[src/rtl/lt_pkg.sv]
package lt_pkg;

    typedef enum logic [1:0] {
        ST_IDLE  = 2'd0,
        ST_ARMED = 2'd1,
        ST_SPENT = 2'd2
    } lt_state_e;

    localparam logic [1:0] ADDR_START = 2'd0;
    localparam logic [1:0] ADDR_DIV   = 2'd1;
    localparam logic [1:0] ADDR_CTRL  = 2'd2;

    localparam int CTRL_MASK_BIT = 16;
    localparam int CTRL_PER_BIT  = 17;
    localparam int SHIFT_W       = 3;

    // Three significant divide bits; all-ones selects divide by one.
    function automatic logic [SHIFT_W-1:0] div_to_shift(input logic [2:0] code);
        return (code == 3'b111) ? '0 : SHIFT_W'(code + 3'd1);
    endfunction

endpackage

[src/rtl/lt_prescaler.sv]
module lt_prescaler #(
    parameter int SHIFT_W = 3
) (
    input  logic               clk,
    input  logic               rst_n,
    input  logic               restart,
    input  logic [SHIFT_W-1:0] shift,
    output logic               tick
);
    localparam int PW = (1 << SHIFT_W) - 1;

    logic [PW-1:0] cnt_q;
    logic [PW-1:0] lim;

    always_comb begin
        lim  = ~({PW{1'b1}} << shift);
        tick = (cnt_q >= lim);
    end

    always_ff @(posedge clk) begin
        if (!rst_n || restart || tick) begin
            cnt_q <= '0;
        end else begin
            cnt_q <= cnt_q + 1'b1;
        end
    end

    // a restart under a real divider delays the next tick
    assert_first_tick_late_R3: assert property (@(posedge clk) disable iff (!rst_n)
        (restart && shift != '0) |=> (shift == '0 || !tick));

endmodule

[src/rtl/lt_count_fsm.sv]
module lt_count_fsm
    import lt_pkg::*;
#(
    parameter int CNT_W = 32
) (
    input  logic             clk,
    input  logic             rst_n,
    input  logic             load,
    input  logic [CNT_W-1:0] load_val,
    input  logic             tick,
    input  logic             periodic,
    input  logic             masked,
    output logic [CNT_W-1:0] count,
    output logic             expire
);
    lt_state_e        state_q, state_d;
    logic [CNT_W-1:0] cur_q, cur_d;
    logic [CNT_W-1:0] reload_q;
    logic             fire;

    always_comb begin
        state_d = state_q;
        cur_d   = cur_q;
        fire    = 1'b0;
        if (load) begin
            cur_d   = load_val;
            state_d = (load_val == '0 && !periodic) ? ST_SPENT : ST_ARMED;
        end else begin
            unique case (state_q)
                ST_IDLE:  state_d = ST_IDLE;
                ST_ARMED: begin
                    if (tick) begin
                        if (cur_q != '0) begin
                            cur_d = cur_q - 1'b1;
                        end else if (periodic) begin
                            cur_d = reload_q;
                            fire  = (reload_q != '0);
                        end else begin
                            state_d = ST_SPENT;
                            fire    = (reload_q != '0);
                        end
                    end
                end
                ST_SPENT: state_d = ST_SPENT;
                default:  state_d = ST_IDLE;
            endcase
        end
    end

    // State register process
    always_ff @(posedge clk) begin
        if (!rst_n) begin
            state_q  <= ST_IDLE;
            cur_q    <= '0;
            reload_q <= '0;
        end else begin
            state_q <= state_d;
            cur_q   <= cur_d;
            if (load) reload_q <= load_val;
        end
    end

    // Output process
    always_ff @(posedge clk) begin
        if (!rst_n) expire <= 1'b0;
        else        expire <= fire && !masked;
    end

    assign count = cur_q;

    assert_single_pulse_R5: assert property (@(posedge clk) disable iff (!rst_n)
        expire |=> !expire);

    assert_mask_blocks_R8: assert property (@(posedge clk) disable iff (!rst_n)
        expire |-> !$past(masked));

    assert_spent_zero_R4: assert property (@(posedge clk) disable iff (!rst_n)
        (state_q == ST_SPENT) |-> (cur_q == '0));

    assert_oneshot_no_rise_R4: assert property (@(posedge clk) disable iff (!rst_n)
        (!load && !periodic) |=> (cur_q <= $past(cur_q)));

    assert_count_bounded_R6: assert property (@(posedge clk) disable iff (!rst_n)
        cur_q <= reload_q);

    assert_zero_silent_R7: assert property (@(posedge clk) disable iff (!rst_n)
        (reload_q == '0 && !load) |=> !expire);

endmodule

[src/rtl/lt_timer.sv]
module lt_timer
    import lt_pkg::*;
#(
    parameter int CNT_W  = 32,
    parameter int DATA_W = 32
) (
    input  logic              clk,
    input  logic              rst_n,
    input  logic              wr_en,
    input  logic [1:0]        wr_addr,
    input  logic [DATA_W-1:0] wr_data,
    output logic [CNT_W-1:0]  cur_count,
    output logic              expire
);
    logic [2:0]         div_sel_q;
    logic               ctrl_mask_q;
    logic               ctrl_per_q;
    logic               load;
    logic               tick;
    logic [SHIFT_W-1:0] shift;

    assign load  = wr_en && (wr_addr == ADDR_START);
    assign shift = div_to_shift(div_sel_q);

    always_ff @(posedge clk) begin
        if (!rst_n) begin
            div_sel_q   <= 3'd0;
            ctrl_mask_q <= 1'b1;
            ctrl_per_q  <= 1'b0;
        end else if (wr_en) begin
            if (wr_addr == ADDR_DIV) div_sel_q <= {wr_data[3], wr_data[1:0]};
            if (wr_addr == ADDR_CTRL) begin
                ctrl_mask_q <= wr_data[CTRL_MASK_BIT];
                ctrl_per_q  <= wr_data[CTRL_PER_BIT];
            end
        end
    end

    lt_prescaler #(.SHIFT_W(SHIFT_W)) u_presc (
        .clk     (clk),
        .rst_n   (rst_n),
        .restart (load),
        .shift   (shift),
        .tick    (tick)
    );

    lt_count_fsm #(.CNT_W(CNT_W)) u_fsm (
        .clk      (clk),
        .rst_n    (rst_n),
        .load     (load),
        .load_val (wr_data[CNT_W-1:0]),
        .tick     (tick),
        .periodic (ctrl_per_q),
        .masked   (ctrl_mask_q),
        .count    (cur_count),
        .expire   (expire)
    );

    assert_load_visible_R3: assert property (@(posedge clk) disable iff (!rst_n)
        load |=> (cur_count == $past(wr_data[CNT_W-1:0])));

endmodule

[config.mk]
export PLATFORM = sky130hd
export DESIGN_NAME = lt_timer
export DESIGN_NICKNAME = d
export VERILOG_FILES = /design/src/rtl/lt_pkg.sv /design/src/rtl/lt_prescaler.sv /design/src/rtl/lt_count_fsm.sv /design/src/rtl/lt_timer.sv
export SDC_FILE = /design/constraint.sdc
export NUM_CORES = 1
export LEC_CHECK = 0
export BUFFER_PORTS_ARGS = -buffer_cell sky130_fd_sc_hd__clkbuf_2
export CORE_AREA = 3 3 113 115
export CTS_CLUSTER_SIZE = 14
export DETAILED_ROUTE_END_ITERATION = 16
export DIE_AREA = 0 0 116 118
export HOLD_SLACK_MARGIN = 0.08
export PLACE_DENSITY = 0.6
export SLEW_MARGIN = 20
export SYNTH_ARGS = -nofsm -noshare
export SYNTH_HDL_FRONTEND = slang
export SYNTH_SLANG_ARGS = --single-unit
export TNS_END_PERCENT = 30
[constraint.sdc]
create_clock -name clk -period 5.1 [get_ports clk]
set_input_delay 0.255 -clock clk [delete_from_list [all_inputs] [get_ports clk]]
set_output_delay 0.255 -clock clk [all_outputs]
set_load 0.02 [all_outputs]
Word level (Yosys, flattened, before mapping)
Cells that the tools add are included.
{ "totals": {"in_bits": 37, "reg_bits": 79} }
{ "classes": {"n_lt_le_gt_ge": 1, "mux": 16, "n_eq_ne": 8, "shift": 1, "add_sub_neg": 3, "n_reduce_logical": 19, "bitwise": 1} }
{ "op_table": {"columns": ["operator", "count"], "rows": [
  ["$mux W32", 5],
  ["$reduce_bool A32 Y1", 2],
  ["$logic_not A32 Y1", 1],
  ["$sub A32 B1 Y32 const B", 1],
  ["$mux W2", 5],
  ["$ne A3 B3 Y1 const B", 3],
  ["$add A7 B1 Y7 const B", 1],
  ["$ge A7 B7 Y1", 1],
  ["$not A7 Y7", 1],
  ["$shl A7 B3 Y7 const A", 1],
  ["$reduce_and A3 Y1", 2],
  ["$eq A2 B1 Y1 const B", 2],
  ["$eq A2 B2 Y1 const B", 2],
  ["$mux W1", 4],
  ["$pmux W2 S2", 1],
  ["$reduce_and A2 Y1", 2],
  ["$reduce_bool A2 Y1", 2],
  ["$add A3 B1 Y3 const B", 1],
  ["$eq A3 B3 Y1 const B", 1],
  ["$logic_and A1 B1 Y1", 3],
  ["$logic_not A1 Y1", 3],
  ["$mux W3", 1],
  ["$reduce_bool A3 Y1", 1],
  ["$logic_not A2 Y1", 1],
  ["$logic_or A1 B1 Y1", 2]
]} }

Depth between registers and ports, before layout
Gate-level depths: netlist of the first run.
{ "depth": {"depth_word": 9, "mapped_depth": 14, "mapped_depth_nobuf": 12} }

Cells and area by module
From an unflattened synthesis of the first run, not the netlist that was laid out.
{ "unflattened": {"cells_unflattened": 561, "hier_area_um2": 4485.6} }
{ "modules_own_cells": {"columns": ["mod", "seq_area_each_um2", "n_inst", "area_per_inst_um2", "cells_per_inst"], "rows": [
  ["lt_count_fsm", 1341.3, 1, 3783.6, 481],
  ["lt_prescaler", 140.1, 1, 447.9, 52],
  ["lt_timer", 100.1, 1, 254.0, 28]
]} }

Worst setup path before layout of the first run
Ideal clock, no wire load.
{ "synth_timing": {"path_kind": "register -> register", "start": "register div_sel_q[0]", "end": "register u_fsm.cur_q[25] (netlist: u_fsm.count[25])", "required_ns": 5.036, "setup_time_ns": 0.064, "period_less_slack_ns": 2.881, "slack_ns": 2.219, "stages_incl_launch_ff": 11, "arrival_ns": 2.816, "path_cell_list": "dfxtp_1 ha_1 ha_1 inv_1 a211o_1 ha_1 nand4_1 o21ai_0 nand2_1 or4_1 nand4_1"} }
{ "synth_via": {"elab_chain_len": 7, "elab_cells_between_ends": 8, "classes_between": "add/sub: 1; order compare: 1; eq/ne: 1; shift: 1; mux: 1; bitwise: 1; reduce/logical: 2"} }
{ "synth_lines": {"columns": ["element", "line_no", "source"], "rows": [
  ["from (decl)", "lt_timer.sv:15", "logic [2:0] div_sel_q;"],
  ["from (signal assigned)", "lt_timer.sv:31", "if (wr_addr == ADDR_DIV) div_sel_q <= {wr_data[3], wr_data[1:0]};"],
  ["$add A3 B1 Y3 / $eq A3 B3 Y1 (equally long branches)", "lt_pkg.sv:19", "return (code == 3'b111) ? '0 : SHIFT_W'(code + 3'd1);"],
  ["$mux W3 (*)", "lt_pkg.sv:19", null],
  ["$shl A7 B3 Y7 (*)", "lt_prescaler.sv:16", "lim = ~({PW{1'b1}} << shift);"],
  ["$not A7 Y7 (*)", "lt_prescaler.sv:16", null],
  ["$ge A7 B7 Y1 (*)", "lt_prescaler.sv:17", "tick = (cnt_q >= lim);"],
  ["$reduce_bool A2 Y1 (no line) (*)", null, null],
  ["$reduce_and A3 Y1 (no line) (*)", null, null],
  ["to (signal assigned)", "lt_count_fsm.sv:58", "cur_q <= cur_d;"],
  ["to (decl)", "lt_count_fsm.sv:17", "logic [CNT_W-1:0] cur_q, cur_d;"]
]} }
Every way passes the cells marked *; elsewhere a longest branch is shown, timed or not.
A chain may end at the register's enable or synchronous reset.

Final worst setup path of the first run
{ "layout_timing": {"start": "register u_fsm.cur_q[4] (netlist: u_fsm.count[4])", "end": "register u_fsm.cur_q[27] (netlist: u_fsm.count[27])"} }
{ "layout_via": {"elab_chain_len": 5, "elab_cells_between_ends": 8, "classes_between": "add/sub: 1; mux: 4; reduce/logical: 3"} }
{ "layout_lines": {"columns": ["element", "line_no", "source"], "rows": [
  ["$sub A32 B1 Y32 / $reduce_bool A32 Y1 (equally long branches)", "lt_count_fsm.sv:34, lt_count_fsm.sv:33", null],
  ["$mux W32", "lt_count_fsm.sv:33", "if (cur_q != '0) begin"],
  ["$mux W32", "lt_count_fsm.sv:32", "if (tick) begin"],
  ["$mux W32", "lt_count_fsm.sv:29", "unique case (state_q)"],
  ["$mux W32", "lt_count_fsm.sv:25", "if (load) begin"]
]} }
Several ways; a longest one is shown, not always the timed one. The select of a mux whose other input is x is not followed.

==> results of run 1 <==
-- worst min path at each step --
stage / startpoint / endpoint / slack, ns / cells past startpoint
global placement: u_fsm.reload_q[5] / u_fsm.reload_q[5] / 0.46 / 2
detailed placement: u_fsm.reload_q[5] / u_fsm.reload_q[5] / 0.47 / 2
global route: wr_data[27] / u_fsm.reload_q[27] / 0.15 / 3
floorplan: wr_data[16] / ctrl_mask_q / 0.38 / 2
CTS: wr_data[2] / u_fsm.reload_q[2] / 0.15 / 3
finish: wr_data[5] / u_fsm.reload_q[5] / 0.15 / 3
-- report_power, final --
part	internal [mW]	switching, mW	total (mW)
clock network	0.398	0.254	0.651
logic	0.177	0.332	0.509
registers	0.650	0.0468	0.696
-- metrics by stage --
step                area (sq um)  instances  utilization (%)  power, mW
floorplan                   4740        614                -       1.07
detailed placement          5090        789             42.8       1.21
global placement            5090        789             42.8       1.20
finish                      5380        802             45.2       1.86
CTS                         5380        802             45.2       1.86
global route                5380        802             45.2       1.94
-- registers in the layout, indices dropped and copies added, names as in the netlist --
name,cells
u_fsm.state_q,2
div_sel_q,3
ctrl_per_q,1
u_fsm.reload_q,32
u_fsm.count,32
u_fsm.expire,1
ctrl_mask_q,1
u_presc.cnt_q,7
-- cell usage in the layout, fill, tap and decap left out, types with 3 or more instances in the layout --
| cell | instances |
|---|---|
| clkbuf_2 | 69 |
| nand3_1 | 20 |
| and3_1 | 6 |
| clkbuf_16 | 9 |
| xor2_1 | 5 |
| o211ai_1 | 11 |
| inv_1 | 10 |
| a32oi_1 | 3 |
| nor2_1 | 38 |
| nor4_1 | 22 |
| nor3_2 | 3 |
| nor3_1 | 16 |
| a31oi_1 | 3 |
| nand4_1 | 14 |
| o21ai_1 | 7 |
| o31ai_1 | 6 |
| o22ai_1 | 4 |
| a21oi_1 | 73 |
| mux2i_1 | 6 |
| xnor2_1 | 13 |
| a21o_1 | 3 |
| o41ai_1 | 3 |
| dfxtp_1 | 79 |
| nand2_1 | 104 |
| ha_1 | 13 |
| or4_1 | 10 |
| o21ai_0 | 36 |
| buf_4 | 5 |
-- metal layers --
| metal | global-route usage [%] | vias up |
|---|---|---|
| met2 | 36.0 | 229 |
| met1 | 33.8 | 2353 |
| met5 | 0 | - |
| met4 | 5.95 | 0 |
| li1 | - | 2335 |
| met3 | 6.02 | 22 |
-- Yosys cell counts, drive strengths merged (13+ instances only) --
cell type  instances  area, sq um
nor2              38          143
xnor2             13          114
nand4             14         87.6
ha                13          163
nand3             21          118
buf               18          115
clkbuf            28          105
a21oi             74          374
dfxtp             79         1580
nor3              20          126
nor4              26          205
o21ai             43          215
nand2            105          397
-- worst max-delay path: cells and delay by family, from the launching register on --
| kind | cells | cell delay, ns |
|---|---|---|
| compound gates | 2 | 1.15 |
| flops | 1 | 0.38 |
| simple gates | 4 | 1.97 |
-- logic make-up after synthesis --
family,synth area share [%]
AO/OA/AOI/OAI,24.3
XOR/XNOR,3.33
flip-flops,33.4
adder cells (fa/ha/maj),3.43
multiplexers,1.82
AND/OR/NAND/NOR,28.3
buffers and inverters,5.52
-- final cells by class --
class,count,area share (%)
flip-flops and latches,79,29.4
clock inverters,1,0.558
repair buffers,74,7.12
clock buffers,12,4.77
inverters,11,0.768
well taps,147,3.42
multi-input cells,478,54.0
==> impl_metrics.tcl, run 1 <==
set metrics [dict create \
    die-area_sq_um 13700 \
    syn_area_sq_um 4740 \
    synth.avg_cell_area_sq_um 7.72 \
    htreeDepth 3 \
    max_cap_violations 0 \
    drv_slew 0 \
    grt_usage_pct 23.8 \
    hold_violations 0 \
    timing.final.ws_setup_ns 1.44 \
    synth-edff-count 0 \
    nets 703 \
    grt_max_degree 61 \
    p_leak_nw 2.02 \
    routabilityCongestion 0.918 \
    hp-class "in2reg" \
    grt_pass1_wl_um 25500 \
    routed_wl_um 16100 \
    syn-num-nets 664 \
    drtIter0Drc 382 \
    grt_pass1_vias 4566 \
    dieHeight_um 118 \
    dp_hpwl_um 11200 \
    cts_resized 0 \
    cts_tree "done" \
    regArea_sq_um 1580 \
    wl_met3_um 1370 \
    clock-root-buffer "clkbuf_16" \
    drtPass1Iterations 5 \
    grt_antenna_before_repair 0 \
    clock_latency_ns 0.35 \
    ir_worst_vdd_mv 0.170 \
    clock-sinks 79 \
    nFillCells 1220 \
    synth_seq_cells 79 \
    postCtsSetupBuffers 0 \
    drc 0 \
    hold_slack_ns 0.153 \
    synth.yosys.seq_area_share_pct 33.4 \
    period_share_pct 71.8 \
    cp-start-kind "flop" \
    cts.clk_slew.worst_paths_ns 0.06 \
    fmax_mhz 273 \
    drt-wirelength-per-cell_um 20.1 \
    async_flop_share_pct 0 \
    gr-total-overflow 0 \
    crit_path_end_kind "flop" \
    io_buffers 69 \
    ctsHoldBuffers 0 \
    die_w_um 116 \
    status "finished, final reports clean" \
    multi_input_area_sq_um 2900 \
    maxSlewHeadroom_pct 25.9 \
    wl_met2_um 7470 \
    synthFlopType "dfxtp_1" \
    skew_ns 0.00464 \
    cts.path.max_buffers 2 \
    synth_cell_types 74 \
    setup_viol 0 \
    cp-startpoint "u_fsm.count[4]" \
    r2r_slack_ns 1.44 \
    critPathSlowestCell "o211ai_4" \
    ios 70 \
    slowest_delay_ns 0.87 \
    power_density_nw_per_um2 345 \
    vias_per_cell 6.16 \
    rsz0062_at_grt "no" \
    core_area_sq_um 11900 \
    drt-met1-wl_um 7020 \
    crit_end "u_fsm.count[27]" \
    worst_pin_slew_ns 1.11 \
    final_antenna_net_count 0 \
    path_cells "or4_1 -> nor4_4 -> nand3_4 -> o211ai_4 -> nand2_1 -> o221a_1" \
    required_ns 5.34 \
    path_max_fanout 31 \
    antenna_cells 0 \
    numCtsBuffers 9 \
    layout-drive-gt1-share_pct 17.4 \
    reg2reg_to "u_fsm.count[27]" \
    synthCells 614 \
    critical_path_class "reg2reg" \
    top_layer "met4" \
    num_vias 4939 \
    row_count 40 \
    worstPathArrival_ns 3.90 \
    yosys_warnings 0 \
    area_delta_synth_final_pct 13.5 \
    start_util_pct 39.8 \
    r2r-start "u_fsm.count[4]" \
    fin_tns_setup_ns 0 \
    dp_worst_setup_slack_ns 1.52 \
    timing.final.crit_period_ns 3.66 \
    r2r_cells 6 \
]
No activity file was read; power rests on OpenSTA's default activity.
==> inputs of run 2 (changes only) <==
--- a/config.mk
+++ b/config.mk
@@ -5,13 +5,14 @@
 export SDC_FILE = /design/constraint.sdc
 export NUM_CORES = 1
 export LEC_CHECK = 0
+export ABC_AREA = 1
 export BUFFER_PORTS_ARGS = -buffer_cell sky130_fd_sc_hd__clkbuf_2
-export CORE_AREA = 3 3 113 115
+export CORE_AREA = 3 3 118 120
 export CTS_CLUSTER_SIZE = 14
 export DETAILED_ROUTE_END_ITERATION = 16
-export DIE_AREA = 0 0 116 118
+export DIE_AREA = 0 0 121 123
 export HOLD_SLACK_MARGIN = 0.08
-export PLACE_DENSITY = 0.6
+export PLACE_DENSITY = 0.59
 export SLEW_MARGIN = 20
 export SYNTH_ARGS = -nofsm -noshare
 export SYNTH_HDL_FRONTEND = slang
==> constraint.sdc (replaced) <==
create_clock -name clk -period 3.5 [get_ports clk]
set_input_delay 0.175 -clock clk [delete_from_list [all_inputs] [get_ports clk]]
set_output_delay 0.175 -clock clk [all_outputs]
set_load 0.02 [all_outputs]
==> run 2 against run 1 <==
Die area rose by 8.7%. Cell area is 11% higher. Area after synthesis increased by 9.1%. Final cell count up 34%. Total power rose to 2.6 times the previous value. Non-clock buffer count is 2 higher. Largest cell class unchanged. Clock-buffer cell count fell by 2. Hold slack got worse by 0.046 ns. Maximum frequency rose by 29%. Synthesized cell count increased by 35%. Highest routed layer unchanged.
==> impl_metrics.tcl, run 2 <==
set metrics [dict create \
    clock_latency_ns 0.35 \
    rsz0062_at_grt "no" \
    gr-total-overflow 0 \
    path_max_fanout 37 \
    synth.yosys.seq_area_share_pct 30.6 \
    max_cap_violations 0 \
    grt_pass1_vias 5099 \
    timing.final.crit_period_ns 2.85 \
    postCtsSetupBuffers 0 \
    r2r_cells 13 \
    drtIter0Drc 433 \
    nets 943 \
    num_vias 5348 \
    core_area_sq_um 13100 \
    final_antenna_net_count 0 \
    yosysMostFrequentCell "nand2_1" \
    fmax_mhz 351 \
    grt_max_degree 38 \
    hp-class "in2reg" \
    grt_antenna_before_repair 0 \
    p_leak_nw 3.05 \
    antenna_cells 0 \
    layout-drive-gt1-share_pct 15.9 \
    synthCells 829 \
    swShare_pct 47.8 \
    critical_path_class "reg2reg" \
    numCtsBuffers 9 \
    r2r-start "div_sel_q[0]" \
    drc 0 \
    combPwrFrac_pct 55.9 \
    synth_top_cell_by_area "dfxtp_1" \
    routed_wl_um 16200 \
    timing.final.ws_setup_ns 0.653 \
    ios 70 \
    grt_pass1_wl_um 26000 \
    drv_slew 0 \
    vias_per_cell 4.98 \
    ctsHoldBuffers 0 \
    synth_cell_types 41 \
    ir_worst_vdd_mv 0.324 \
    syn_area_sq_um 5170 \
    dieHeight_um 123 \
    io_buffers 69 \
    htreeDepth 3 \
    synth-edff-count 0 \
    cts_resized 0 \
    synth.avg_cell_area_sq_um 6.24 \
    cp-start-kind "flop" \
    netlist.area_leader.share_pct 30.6 \
    cts.path.max_buffers 2 \
    maxSlewHeadroom_pct 61.5 \
    r2r_slack_ns 0.65 \
    fin_tns_setup_ns 0 \
    syn-num-nets 879 \
    utilization_pct 45.6 \
    worstHoldStart "wr_data[2]" \
    skew_ns 0.00670 \
    cp-startpoint "div_sel_q[0]" \
    synth_seq_cells 79 \
    power_density_nw_per_um2 806 \
    drtPass1Iterations 5 \
    setup_viol 0 \
    dp_hpwl_um 12200 \
    layout_common_cells "238 x nand2_1, 121 x nor2_1, 105 x inv_1, 79 x dfxtp_1, 69 x clkbuf_2" \
    worstPathArrival_ns 3.10 \
    p_seq_share_pct 22.4 \
    period_share_pct 81.3 \
    placed_area_sq_um 5650 \
    synth_area_leaders "dfxtp_1 31%, nand2_1 17%, nor2_1 8.8%" \
    die_w_um 121 \
    crit_path_end_kind "flop" \
    dp_worst_setup_slack_ns 0.700 \
    status "finished, final reports clean" \
    final_common_cell "nand2_1" \
    clkPwrFrac_pct 21.7 \
    min_path_cells 3 \
    die-area_sq_um 14900 \
    area_delta_synth_final_pct 15.5 \
    cts.clk_slew.worst_paths_ns 0.06 \
    drt-wirelength-per-cell_um 15.0 \
    routabilityCongestion 0.864 \
    start_util_pct 39.5 \
    worst_pin_slew_ns 0.572 \
    row_count 42 \
    cts_tree "done" \
    yosys_warnings 0 \
    synthFlopType "dfxtp_1" \
    ys_top_cells_by_count "238 x nand2_1, 121 x nor2_1, 105 x inv_1, 79 x dfxtp_1, 65 x nand3_1" \
    required_ns 3.75 \
    async_flop_share_pct 0 \
    intPower_mw 2.51 \
    hold_violations 0 \
    clock-root-buffer "clkbuf_16" \
    grt_usage_pct 22.5 \
    clock-sinks 79 \
    power_switching_mw 2.30 \
    finalInstanceArea_sq_um 5970 \
]
-- run 2: per-stage QoR --
stage / hold slack [ns] / instances / power, mW
3_3_place_gp: 0.454 / 1058 / 3.76
2_1_floorplan: 0.310 / 829 / 3.15
4_1_cts: 0.0966 / 1074 / 4.81
3_5_place_dp: 0.457 / 1058 / 3.76
6_report: 0.107 / 1074 / 4.81
5_1_grt: 0.120 / 1074 / 5.20
-- run 2: worst paths after layout --
kind                                           to
worst max-delay path              u_fsm.count[31]
worst min register to register   u_presc.cnt_q[0]
worst max register to register    u_fsm.count[31]
worst min-delay path            u_fsm.reload_q[2]
-- run 2: layout make-up --
| cell class | count | area (sq um) |
|---|---|---|
| clock buffers | 10 | 239 |
| clock inverters | 6 | 83.8 |
| fillers | 1430 | 7110 |
| inverters | 109 | 409 |
| multi-input cells | 618 | 3040 |
| flip-flops and latches | 79 | 1580 |
| well taps | 176 | 220 |
| repair buffers | 76 | 398 |
-- run 2: power groups by stage --
| stage | registers [mW] | clock network (mW) | logic, mW |
|---|---|---|---|
| 4_1_cts | 1.08 | 1.06 | 2.67 |
| 3_3_place_gp | 1.10 | 0 | 2.66 |
| 2_1_floorplan | 1.13 | 0 | 2.02 |
| 3_5_place_dp | 1.10 | 0 | 2.66 |
| 5_1_grt | 1.09 | 1.08 | 3.03 |
| 6_report | 1.08 | 1.04 | 2.69 |
-- run 2: cell families (layout without fill, tap and decap cells) --
family,Yosys count,in the layout,share of synthesized area [%]
buffers and inverters,132,201,10.6
AND/OR/NAND/NOR,500,500,44.1
XOR/XNOR,11,11,1.86
adder cells (fa/ha/maj),13,13,3.14
flip-flops,79,79,30.6
AO/OA/AOI/OAI,94,94,9.68
-- run 2: routing by layer --
layer | global-route usage (%) | share of wire (%)
met5 | 0 | 0
met4 | 7.72 | 1.7
met3 | 3.98 | 6.3
met2 | 33.3 | 43
met1 | 32.9 | 49
-- run 2: critical path, cell delays in order, from the launching register on --
cell and delay, ns:
dfxtp_1 0.32, ha_1 0.19, ha_1 0.34, inv_1 0.08, o21a_1 0.19, ha_1 0.30, nand2_1 0.08, nand2_1 0.05
a21oi_1 0.21, nand4_1 0.24, nand3_4 0.47, a21oi_1 0.14, nand2_1 0.09, inv_1 0.03
